File: src/rtl/qam4_demod_pkg.sv
package qam4_demod_pkg;

    typedef enum logic [0:0] {
        ST_SKIP  = 1'b0,
        ST_ACCUM = 1'b1
    } win_state_t;

    typedef logic [1:0] sym_t;

    // Eight-point cosine level; diagonal points use 181/256 as 1/sqrt(2)
    function automatic int carrier_level(input int idx, input int amp);
        int diag;
        diag = (amp * 181) / 256;
        case (idx & 7)
            0:       return amp;
            1:       return diag;
            2:       return 0;
            3:       return -diag;
            4:       return -amp;
            5:       return -diag;
            6:       return 0;
            default: return diag;
        endcase
    endfunction

    function automatic sym_t sign_decide(input logic i_neg, input logic q_neg);
        return {i_neg, i_neg ^ q_neg};
    endfunction

endpackage

File: src/rtl/qam4_carrier_gen.sv
module qam4_carrier_gen
    import qam4_demod_pkg::*;
#(
    parameter int PAW     = 16,
    parameter int CARW    = 12,
    parameter int CAR_AMP = 1000
) (
    input  logic                   clk,
    input  logic                   rst,
    input  logic                   in_valid,
    input  logic [PAW-1:0]         step,
    input  logic [PAW-1:0]         phase_ofs,
    output logic signed [CARW-1:0] cos_o,
    output logic signed [CARW-1:0] sin_o
);
    localparam int IDXW = 3;

    logic [PAW-1:0]         phase_acc;
    logic [PAW-1:0]         phase_sum;
    logic [IDXW-1:0]        idx;
    logic signed [CARW-1:0] lut [2**IDXW];

    for (genvar k = 0; k < 2**IDXW; k++) begin : g_lut
        assign lut[k] = CARW'(carrier_level(k, CAR_AMP));
    end

    always_ff @(posedge clk) begin
        if (rst) begin
            phase_acc <= '0;
        end else if (in_valid) begin
            phase_acc <= phase_acc + step;
        end
    end

    always_comb begin
        phase_sum = phase_acc + phase_ofs;
        idx       = phase_sum[PAW-1 -: IDXW];
        cos_o     = lut[idx];
        sin_o     = lut[idx - IDXW'(2)];
    end

    // idle input cycles leave the carrier phase untouched
    p_phase_hold_r7: assert property (@(posedge clk) disable iff (rst)
        !in_valid |=> $stable(phase_acc));

endmodule

File: src/rtl/qam4_mixer.sv
module qam4_mixer #(
    parameter int SW   = 12,
    parameter int CARW = 12,
    localparam int MW  = SW + CARW + 1
) (
    input  logic                   clk,
    input  logic                   rst,
    input  logic                   in_valid,
    input  logic signed [SW-1:0]   sample,
    input  logic signed [CARW-1:0] carrier,
    output logic signed [MW-1:0]   mix
);
    logic signed [SW+CARW-1:0] prod;

    always_comb begin
        prod = sample * carrier;
    end

    // Doubling restores the baseband level halved by the product
    always_ff @(posedge clk) begin
        if (rst) begin
            mix <= '0;
        end else if (in_valid) begin
            mix <= {prod, 1'b0};
        end
    end

endmodule

File: src/rtl/qam4_decim_fir.sv
module qam4_decim_fir
    import qam4_demod_pkg::*;
#(
    parameter int DEC        = 16,
    parameter int MW         = 25,
    parameter int CW         = 8,
    parameter int COEF_SHAPE = 1,
    localparam int TW        = $clog2(DEC),
    localparam int OFSW      = $clog2(DEC),
    localparam int PW        = MW + CW + 1,
    localparam int ACC_W     = PW + TW
) (
    input  logic                    clk,
    input  logic                    rst,
    input  logic                    mix_v,
    input  logic signed [MW-1:0]    mix_i,
    input  logic signed [MW-1:0]    mix_q,
    input  logic [OFSW-1:0]         offset,
    output logic                    out_v,
    output logic signed [ACC_W-1:0] out_i,
    output logic signed [ACC_W-1:0] out_q
);
    localparam logic [TW-1:0] LAST_TAP = TW'(DEC - 1);

    function automatic logic [DEC*CW-1:0] build_coefs();
        logic [DEC*CW-1:0] v;
        int c;
        v = '0;
        for (int k = 0; k < DEC; k++) begin
            if (COEF_SHAPE == 0) begin
                c = 1;
            end else begin
                c = 1 + ((k < DEC - 1 - k) ? k : DEC - 1 - k);
            end
            v[k*CW +: CW] = CW'(c);
        end
        return v;
    endfunction

    localparam logic [DEC*CW-1:0] COEFS = build_coefs();

    win_state_t      state, state_n;
    logic [TW-1:0]   tap, tap_n;
    logic [OFSW-1:0] skip_cnt, skip_n;
    logic            take, first, last;
    logic [CW-1:0]   coef;

    // State register
    always_ff @(posedge clk) begin
        if (rst) begin
            state    <= ST_SKIP;
            tap      <= '0;
            skip_cnt <= '0;
        end else begin
            state    <= state_n;
            tap      <= tap_n;
            skip_cnt <= skip_n;
        end
    end

    // Next state and per-sample controls
    always_comb begin
        state_n = state;
        tap_n   = tap;
        skip_n  = skip_cnt;
        take    = 1'b0;
        unique case (state)
            ST_SKIP: begin
                if (mix_v) begin
                    if (skip_cnt == offset) begin
                        take    = 1'b1;
                        tap_n   = TW'(1);
                        state_n = ST_ACCUM;
                    end else begin
                        skip_n = skip_cnt + OFSW'(1);
                    end
                end
            end
            ST_ACCUM: begin
                if (mix_v) begin
                    take  = 1'b1;
                    tap_n = (tap == LAST_TAP) ? '0 : tap + TW'(1);
                end
            end
            default: state_n = ST_SKIP;
        endcase
        first = take && (tap == '0);
        last  = take && (tap == LAST_TAP);
        coef  = COEFS[tap*CW +: CW];
    end

    // Output strobe
    always_ff @(posedge clk) begin
        if (rst) begin
            out_v <= 1'b0;
        end else begin
            out_v <= last;
        end
    end

    logic signed [MW-1:0]    x_br [2];
    logic signed [ACC_W-1:0] res  [2];

    assign x_br[0] = mix_i;
    assign x_br[1] = mix_q;
    assign out_i   = res[0];
    assign out_q   = res[1];

    for (genvar b = 0; b < 2; b++) begin : g_mac
        logic signed [PW-1:0]    prod;
        logic signed [ACC_W-1:0] prod_x;
        logic signed [ACC_W-1:0] acc;

        always_comb begin
            prod   = $signed({1'b0, coef}) * x_br[b];
            prod_x = {{TW{prod[PW-1]}}, prod};
        end

        always_ff @(posedge clk) begin
            if (rst) begin
                acc    <= '0;
                res[b] <= '0;
            end else begin
                if (take) begin
                    acc <= first ? prod_x : acc + prod_x;
                end
                if (last) begin
                    res[b] <= acc + prod_x;
                end
            end
        end
    end

    // two window results never come back to back
    p_out_gap_r11: assert property (@(posedge clk) disable iff (rst)
        out_v |=> !out_v);

    // a result only follows a cycle that consumed a mixed sample
    p_out_after_sample_r5: assert property (@(posedge clk) disable iff (rst)
        out_v |-> $past(mix_v));

    // skipping never runs past the requested offset
    p_skip_bound_r6: assert property (@(posedge clk) disable iff (rst)
        (state == ST_SKIP) |-> (skip_cnt <= offset));

    // once windows start they stay back to back
    p_accum_stays_r6: assert property (@(posedge clk) disable iff (rst)
        (state == ST_ACCUM) |=> (state == ST_ACCUM));

endmodule

File: src/rtl/qam4_demapper.sv
module qam4_demapper
    import qam4_demod_pkg::*;
#(
    parameter int ACC_W = 38
) (
    input  logic                    clk,
    input  logic                    rst,
    input  logic                    dec_v,
    input  logic signed [ACC_W-1:0] dec_i,
    input  logic signed [ACC_W-1:0] dec_q,
    output logic                    sym_valid,
    output sym_t                    sym,
    output logic signed [ACC_W-1:0] sym_i_val,
    output logic signed [ACC_W-1:0] sym_q_val
);
    always_ff @(posedge clk) begin
        if (rst) begin
            sym_valid <= 1'b0;
            sym       <= '0;
            sym_i_val <= '0;
            sym_q_val <= '0;
        end else begin
            sym_valid <= dec_v;
            if (dec_v) begin
                sym       <= sign_decide(dec_i[ACC_W-1], dec_q[ACC_W-1]);
                sym_i_val <= dec_i;
                sym_q_val <= dec_q;
            end
        end
    end

    // every window result yields one strobe the next cycle
    p_sym_follow_r5: assert property (@(posedge clk) disable iff (rst)
        dec_v |=> sym_valid);

    // no strobe without a window result
    p_sym_idle_r5: assert property (@(posedge clk) disable iff (rst)
        !dec_v |=> !sym_valid);

    // the decision holds between results
    p_sym_hold_r8: assert property (@(posedge clk) disable iff (rst)
        !dec_v |=> $stable(sym));

endmodule

File: src/rtl/qam4_demod.sv
module qam4_demod
    import qam4_demod_pkg::*;
#(
    parameter int SW         = 12,
    parameter int CARW       = 12,
    parameter int PAW        = 16,
    parameter int CAR_AMP    = 1000,
    parameter int DEC        = 16,
    parameter int CW         = 8,
    parameter int COEF_SHAPE = 1,
    localparam int OFSW      = $clog2(DEC),
    localparam int MW        = SW + CARW + 1,
    localparam int ACC_W     = MW + CW + 1 + $clog2(DEC)
) (
    input  logic                    clk,
    input  logic                    rst,
    input  logic                    in_valid,
    input  logic signed [SW-1:0]    in_sample,
    input  logic [PAW-1:0]          carrier_step,
    input  logic [PAW-1:0]          carrier_phase,
    input  logic [OFSW-1:0]         window_offset,
    output logic                    sym_valid,
    output logic [1:0]              sym,
    output logic signed [ACC_W-1:0] sym_i_val,
    output logic signed [ACC_W-1:0] sym_q_val
);
    logic signed [CARW-1:0]  car [2];
    logic signed [MW-1:0]    mix [2];
    logic                    mix_v;
    logic                    dec_v;
    logic signed [ACC_W-1:0] dec_i, dec_q;

    qam4_carrier_gen #(
        .PAW     (PAW),
        .CARW    (CARW),
        .CAR_AMP (CAR_AMP)
    ) u_carrier (
        .clk       (clk),
        .rst       (rst),
        .in_valid  (in_valid),
        .step      (carrier_step),
        .phase_ofs (carrier_phase),
        .cos_o     (car[0]),
        .sin_o     (car[1])
    );

    for (genvar b = 0; b < 2; b++) begin : g_branch
        qam4_mixer #(
            .SW   (SW),
            .CARW (CARW)
        ) u_mix (
            .clk      (clk),
            .rst      (rst),
            .in_valid (in_valid),
            .sample   (in_sample),
            .carrier  (car[b]),
            .mix      (mix[b])
        );
    end

    always_ff @(posedge clk) begin
        if (rst) begin
            mix_v <= 1'b0;
        end else begin
            mix_v <= in_valid;
        end
    end

    qam4_decim_fir #(
        .DEC        (DEC),
        .MW         (MW),
        .CW         (CW),
        .COEF_SHAPE (COEF_SHAPE)
    ) u_fir (
        .clk    (clk),
        .rst    (rst),
        .mix_v  (mix_v),
        .mix_i  (mix[0]),
        .mix_q  (mix[1]),
        .offset (window_offset),
        .out_v  (dec_v),
        .out_i  (dec_i),
        .out_q  (dec_q)
    );

    qam4_demapper #(
        .ACC_W (ACC_W)
    ) u_demap (
        .clk       (clk),
        .rst       (rst),
        .dec_v     (dec_v),
        .dec_i     (dec_i),
        .dec_q     (dec_q),
        .sym_valid (sym_valid),
        .sym       (sym),
        .sym_i_val (sym_i_val),
        .sym_q_val (sym_q_val)
    );

    // a mixed sample exists exactly when an input was accepted
    p_mix_follow_r7: assert property (@(posedge clk) disable iff (rst)
        in_valid |=> mix_v);

    p_mix_idle_r7: assert property (@(posedge clk) disable iff (rst)
        !in_valid |=> !mix_v);

endmodule

File: config.mk
export PLATFORM = sky130hd
export DESIGN_NAME = qam4_demod
export DESIGN_NICKNAME = d
export VERILOG_FILES = /design/src/rtl/qam4_demod_pkg.sv /design/src/rtl/qam4_carrier_gen.sv /design/src/rtl/qam4_mixer.sv /design/src/rtl/qam4_decim_fir.sv /design/src/rtl/qam4_demapper.sv /design/src/rtl/qam4_demod.sv
export SDC_FILE = /design/constraint.sdc
export NUM_CORES = 2
export LEC_CHECK = 0
export BUFFER_PORTS_ARGS = -buffer_cell sky130_fd_sc_hd__buf_2
export CAP_MARGIN = 40
export CORE_MARGIN = 2
export CORE_UTILIZATION = 25
export CTS_CLUSTER_DIAMETER = 80
export DETAILED_ROUTE_END_ITERATION = 6
export PLACE_DENSITY = 0.48
export SYNTH_ARGS = -nofsm -noshare
export SYNTH_HDL_FRONTEND = slang
export SYNTH_SLANG_ARGS = --single-unit
File: constraint.sdc
create_clock -name clk -period 13.4 [get_ports clk]
set_input_delay 4.02 -clock clk [delete_from_list [all_inputs] [get_ports clk]]
set_output_delay 4.02 -clock clk [all_outputs]
set_load 0.01 [all_outputs]
# After elaboration in Yosys (flattened, before gate mapping)
# Memory sizes are Yosys's and may differ from the RTL's.
# Cells that the tools add are included.
# W data, S select, Z words.
# word_totals
ram_bits,76
n_memories,3
reg_bits,230
romBits,192
# mem_list
memory,depth,word_bits,read_ports,rd_ports_with_merged_regs,write_ports,line_no,rtl
(name not given),8,12,1,0,0,qam4_carrier_gen.sv:38,cos_o = lut[idx];
(name not given),8,12,1,0,0,qam4_carrier_gen.sv:39,sin_o = lut[idx - IDXW'(2)];
u_fir.res,2,38,2,0,2,qam4_decim_fir.sv:102,logic signed [ACC_W-1:0] res [2];
# op_classes
n_mux,23
shifts,1
reduce_logical,5
order_cmp,2
bitwise_logic,7
n_mul,4
eq_ne,5
n_addsub,7
# ops
operator,count
$mux W38,4
$shiftx A128 B8 Y8 const A,1
$add A38 B34 Y38,2
$mul A9 B24 Y33,2
$mul A12 B12 Y24,2
$mux W12,4
$add A16 B16 Y16,2
$mux W4,4
$mux W1,9
$add A4 B1 Y4 const B,2
$ge A4 B4 Y1 const B,2
$not A3 Y4,2
$pmux W4 S2,1
$reduce_and A3 Y1,2
$eq A4 B4 Y1,1
$eq A4 B4 Y1 const B,1
$logic_not A4 Y1,1
$ne A2 B2 Y1 const B,2
$sub A3 B2 Y3 const B,1
$logic_and A1 B1 Y1,2
$ne A2 B1 Y1 const B,1
$not A1 Y1,2
$or A1 B1 Y1,2
$pmux W1 S2,1
$xor A1 B1 Y1,1

# Logic depth before layout (Yosys ltp)
# depth
ltp_word,9
ltp_mapped,37

# By module
# From an unflattened synthesis, not the netlist that was laid out.
# unflattened
cells_unflattened,4125
hier_area_um2,35657.9
# by_module_without_submodules
mod,n_inst,area_per_inst_um2,cells_per_inst,seq_area_each_um2
qam4_decim_fir,1,18476.5,2235,4003.8
qam4_mixer,2,6198.4,698,480.5
qam4_demapper,1,2758.9,253,1561.5
qam4_carrier_gen,1,1991.9,239,320.3
qam4_demod,1,33.8,2,20.0

# Least setup slack after synthesis
# Ideal clock, no wire load.
# synth_timing
kind,input to register
startpoint,input port carrier_phase[11]
endpoint,register g_branch[1].u_mix.mix[23]
path_stages,30
arrival_ns,11.709
n_path_buf,2
path_slack_ns,1.586
cell_sequence,ha_1 -> or4_1 -> a221o_1 -> nor3_1 -> o21bai_1 -> xor2_2 -> clkbuf_1 -> ha_1 -> inv_1 -> o31ai_1 -> o221a_4 -> clkbuf_1 -> nand2_1 -> inv_1 -> fa_1 -> fa_1 -> fa_1 -> fa_1 -> inv_1 -> fa_1 -> inv_1 -> ha_1 -> and3_1 -> a21oi_1 -> o31ai_1 -> o41a_1 -> a41o_1 -> o21ai_1 -> a21oi_1 -> o311ai_0
# synth_via
elab_chain_len,7
# synth_lines
item,line_no,rtl
from (decl),qam4_demod.sv:20,"input logic [PAW-1:0] carrier_phase,"
$add A16 B16 Y16,qam4_carrier_gen.sv:36,phase_sum = phase_acc + phase_ofs;
$sub A3 B2 Y3,qam4_carrier_gen.sv:39,
$not A3 Y4 (not written as such),qam4_carrier_gen.sv:39,
$mem_v2 Z8 W12,n/a,
$mux W12 (not written as such) (2 in a row),qam4_carrier_gen.sv:39,
$mul A12 B12 Y24,qam4_mixer.sv:16,prod = sample * carrier;
to (signal assigned),qam4_mixer.sv:24,"mix <= {prod, 1'b0};"
to (decl),qam4_mixer.sv:11,output logic signed [MW-1:0] mix
# Every way passes these cells. The select of a mux whose other input is x is not followed.
# A chain may end at the register's enable or synchronous reset.

# Worst setup path in the final report
# Same ends and word-level chain as after synthesis.

==> impl_metrics.tcl <==
set metrics [dict create \
    status "complete, no violations" \
    synth-compound-area-share 0.120 \
    die_area_um2 140000 \
    vias 25400 \
    fin_crit_sh 0.895 \
    track_usage 0.119 \
    grt_pass1_vias 25500 \
    hold_violations 0 \
    setup.worst_path.start_class "input pin" \
    synth-simple-area-share 0.160 \
    min-delay-path-class "reg2reg" \
    yosysSeqAreaShare 0.196 \
    clock_latency_ns 0.57 \
    synth.mux.area_fraction 0.0351 \
    post-cts-setup-buffers 0 \
    hpwl_um 66200 \
    synth_edf_count 74 \
    end_kind "flop" \
    synthToLayoutAreaGrowth_pct 11.8 \
    clkSinkCount 298 \
    crit_arrival_ns 12.42 \
    cts_resized 0 \
    min_period_ns 12.00 \
    grt_pass1_wl_um 137000 \
    worstMarginPinSlew_ns 0.898 \
    core_um2 136000 \
    topRoutingLayerUsed "met5" \
    vias_per_cell 4.37 \
    start_util 0.252 \
    ys.flop_type "dfxtp_1" \
    synth_top_area_cell "fa_1" \
    ys_seq_elements 298 \
    dpl_cell_area_um2 37000 \
    wl_met1_um 42400 \
    syn_avg_cell_area_um2 8.70 \
    max_freq_mhz 83.4 \
    rsz0062_at_grt "false" \
    gp_congestion 0.822 \
    io_pins 130 \
    path_max_fanout 16 \
    detail-route-antenna-nets 0 \
    root_buffer "clkbuf_16" \
    cts_tree "done" \
    cts_made_buffers 38 \
    r2r_cells 33 \
    cap_viol_max_count 0 \
    max-slew-margin-rel 0.397 \
    cpPeakStageDelay_ns 0.70 \
    setup-violations-final 0 \
    synthCells 3939 \
    port_buffers 127 \
    syn-cell-area_um2 34300 \
    cts_max_path_buffers 3 \
    synth_top_family_by_area "adder cells" \
    synthTopCellsByArea "fa_1 (22%), ha_1 (13%), dfxtp_1 (13%)" \
    antenna_found_initial 8 \
    overflow 0 \
    stdcell_area_um2 38300 \
    cts-hold-fix-buffers 0 \
    critPathRequiredTime_ns 13.82 \
    drive_gt1_frac 0.0642 \
    synthAdderAreaFrac 0.351 \
    dr_wl_met3_um 2810 \
    yosys.area.top_type_share 0.217 \
    clk_pin_slew_ns 0.06 \
    die_w_um 374 \
    critical_path.slowest_cell "o21ai_1" \
    crit_type "in2reg" \
    nets 4793 \
    dpl_worst_slack_ns 0.856 \
    drcViolationCount 0 \
    rows 135 \
    utilization 0.282 \
    wl_um 82400 \
    timing.final.ws_setup_ns 1.40 \
    skew_ns 0.0229 \
    die-height_um 374 \
    grt_max_degree 57 \
    synth_xor_area_frac 0.0444 \
    synthDistinctLibCells 85 \
    ys.warnings.count 0 \
    routedWlPerCell_um 14.2 \
    drt_iter0_drc 1171 \
    holdPathStages 2 \
    fin_setup_tns_ns 0 \
    fill_cells 14700 \
    first_pass_iters 5 \
    synthArstFlopShare 0 \
    drv_slew 0 \
    wl_met2_um 35800 \
    cts_max_level 2 \
]
==> registers in the layout (all words and copies together) (netlist names) <==
name	count
g_branch.u_mix.mix	47
mix_v	1
u_carrier.phase_acc	16
u_demap.sym	1
u_demap.sym_i_val	37
u_demap.sym_q_val	37
u_demap.sym_valid	1
u_fir.g_mac.acc	74
u_fir.out_v	1
u_fir.res	74
u_fir.skip_cnt	4
u_fir.state	1
u_fir.tap	4
==> placed cells by master, fill, tap and decap left out, types with 112 or more instances in the layout <==
cell and count:
a21oi_1 174, and2_1 226, buf_2 127, dfxtp_1 223, fa_1 371, ha_1 365
inv_1 711, mux2i_1 117, nand2_1 239, nor2_1 362, o21ai_0 116, xnor2_1 112
==> path summary, 6_finish.rpt <==
check | start | endpoint | slack (ns)
setup / recovery | carrier_phase[11] | g_branch[1].u_mix.mix[23]$_SDFFE_PP0P_ | 1.40
hold / removal | u_fir.g_mac[1].acc[3]$_SDFFE_PP0P_ | u_fir.g_mac[1].acc[3]$_SDFFE_PP0P_ | 0.46
setup reg to reg | u_fir.tap[0]$_SDFFE_PP0P_ | u_fir.res[0][37]$_SDFFCE_PN0P_ | 4.56
hold reg to reg | u_fir.g_mac[1].acc[3]$_SDFFE_PP0P_ | u_fir.g_mac[1].acc[3]$_SDFFE_PP0P_ | 0.46
==> through the flow <==
step           instances  hold slack, ns
2_1_floorplan       3948           0.436
3_5_place_dp        5746           0.454
4_1_cts             5816           0.462
5_1_grt             5818           0.479
3_3_place_gp        5739           0.443
6_report            5819           0.460
==> cell type report <==
cell class	instances	area, um^2	share of cell area
multi-input combinational	2795	24400	0.637
sequential	298	6710	0.175
inverter	711	2670	0.0697
tap	1781	2230	0.0582
clock buffer	50	1060	0.0276
timing repair buffer	161	975	0.0254
clock inverter	20	241	0.00630
antenna	3	7.51	0.000196
==> metal layers <==
layer / vias to the layer above / global-route usage
met4: 8 / 0.0272
met3: 78 / 0.0128
met5: - / 0
li1: 12900 / -
met2: 314 / 0.187
met1: 12100 / 0.174
==> cells in the mapped netlist (7+ instances only) <==
cell type  number
buf_1          20
ha_1          366
o31a_1         10
a21o_1         69
a31oi_1        13
xnor2_1       112
a211o_1        10
a311oi_1       10
inv_1         711
o21ai_0       119
dfxtp_1       224
nor2b_1        71
edfxtp_1       74
o31ai_1        10
o211ai_1       27
a21oi_1       174
o21a_1         31
xor2_1         58
nand2b_1       34
o21bai_1       22
a211oi_1       53
nand4_1        11
and3_1         22
nor2_1        362
or3_1          30
a21boi_0        8
a2111oi_0       7
or4_1           8
or2_2           9
fa_1          371
nand2_1       239
nor3_1         61
nand3_1        36
clkbuf_1      116
and2_1        226
mux2i_1       118
==> cells by family after synthesis <==
| group | after synthesis |
|---|---|
| other | 1 |
| and+or+nand+nor | 1129 |
| buffers and inverters | 855 |
| DFF | 298 |
| adders and majority gates | 738 |
| xor gates and xnor gates | 172 |
| AOI/OAI and AO/OA | 626 |
| muxes | 120 |
==> worst max-delay path: cells and delay by family <==
| kind | cells | cell delay [ns] |
|---|---|---|
| xor+xnor | 1 | 0.28 |
| simple gates | 3 | 1.14 |
| fa+ha+maj | 8 | 2.95 |
| compound gates | 11 | 3.38 |
| buf+inv | 7 | 0.66 |
Power is left out: the tool's default activity adds up to more than one toggle a clock period on the data nets, which glitch-free logic cannot reach.
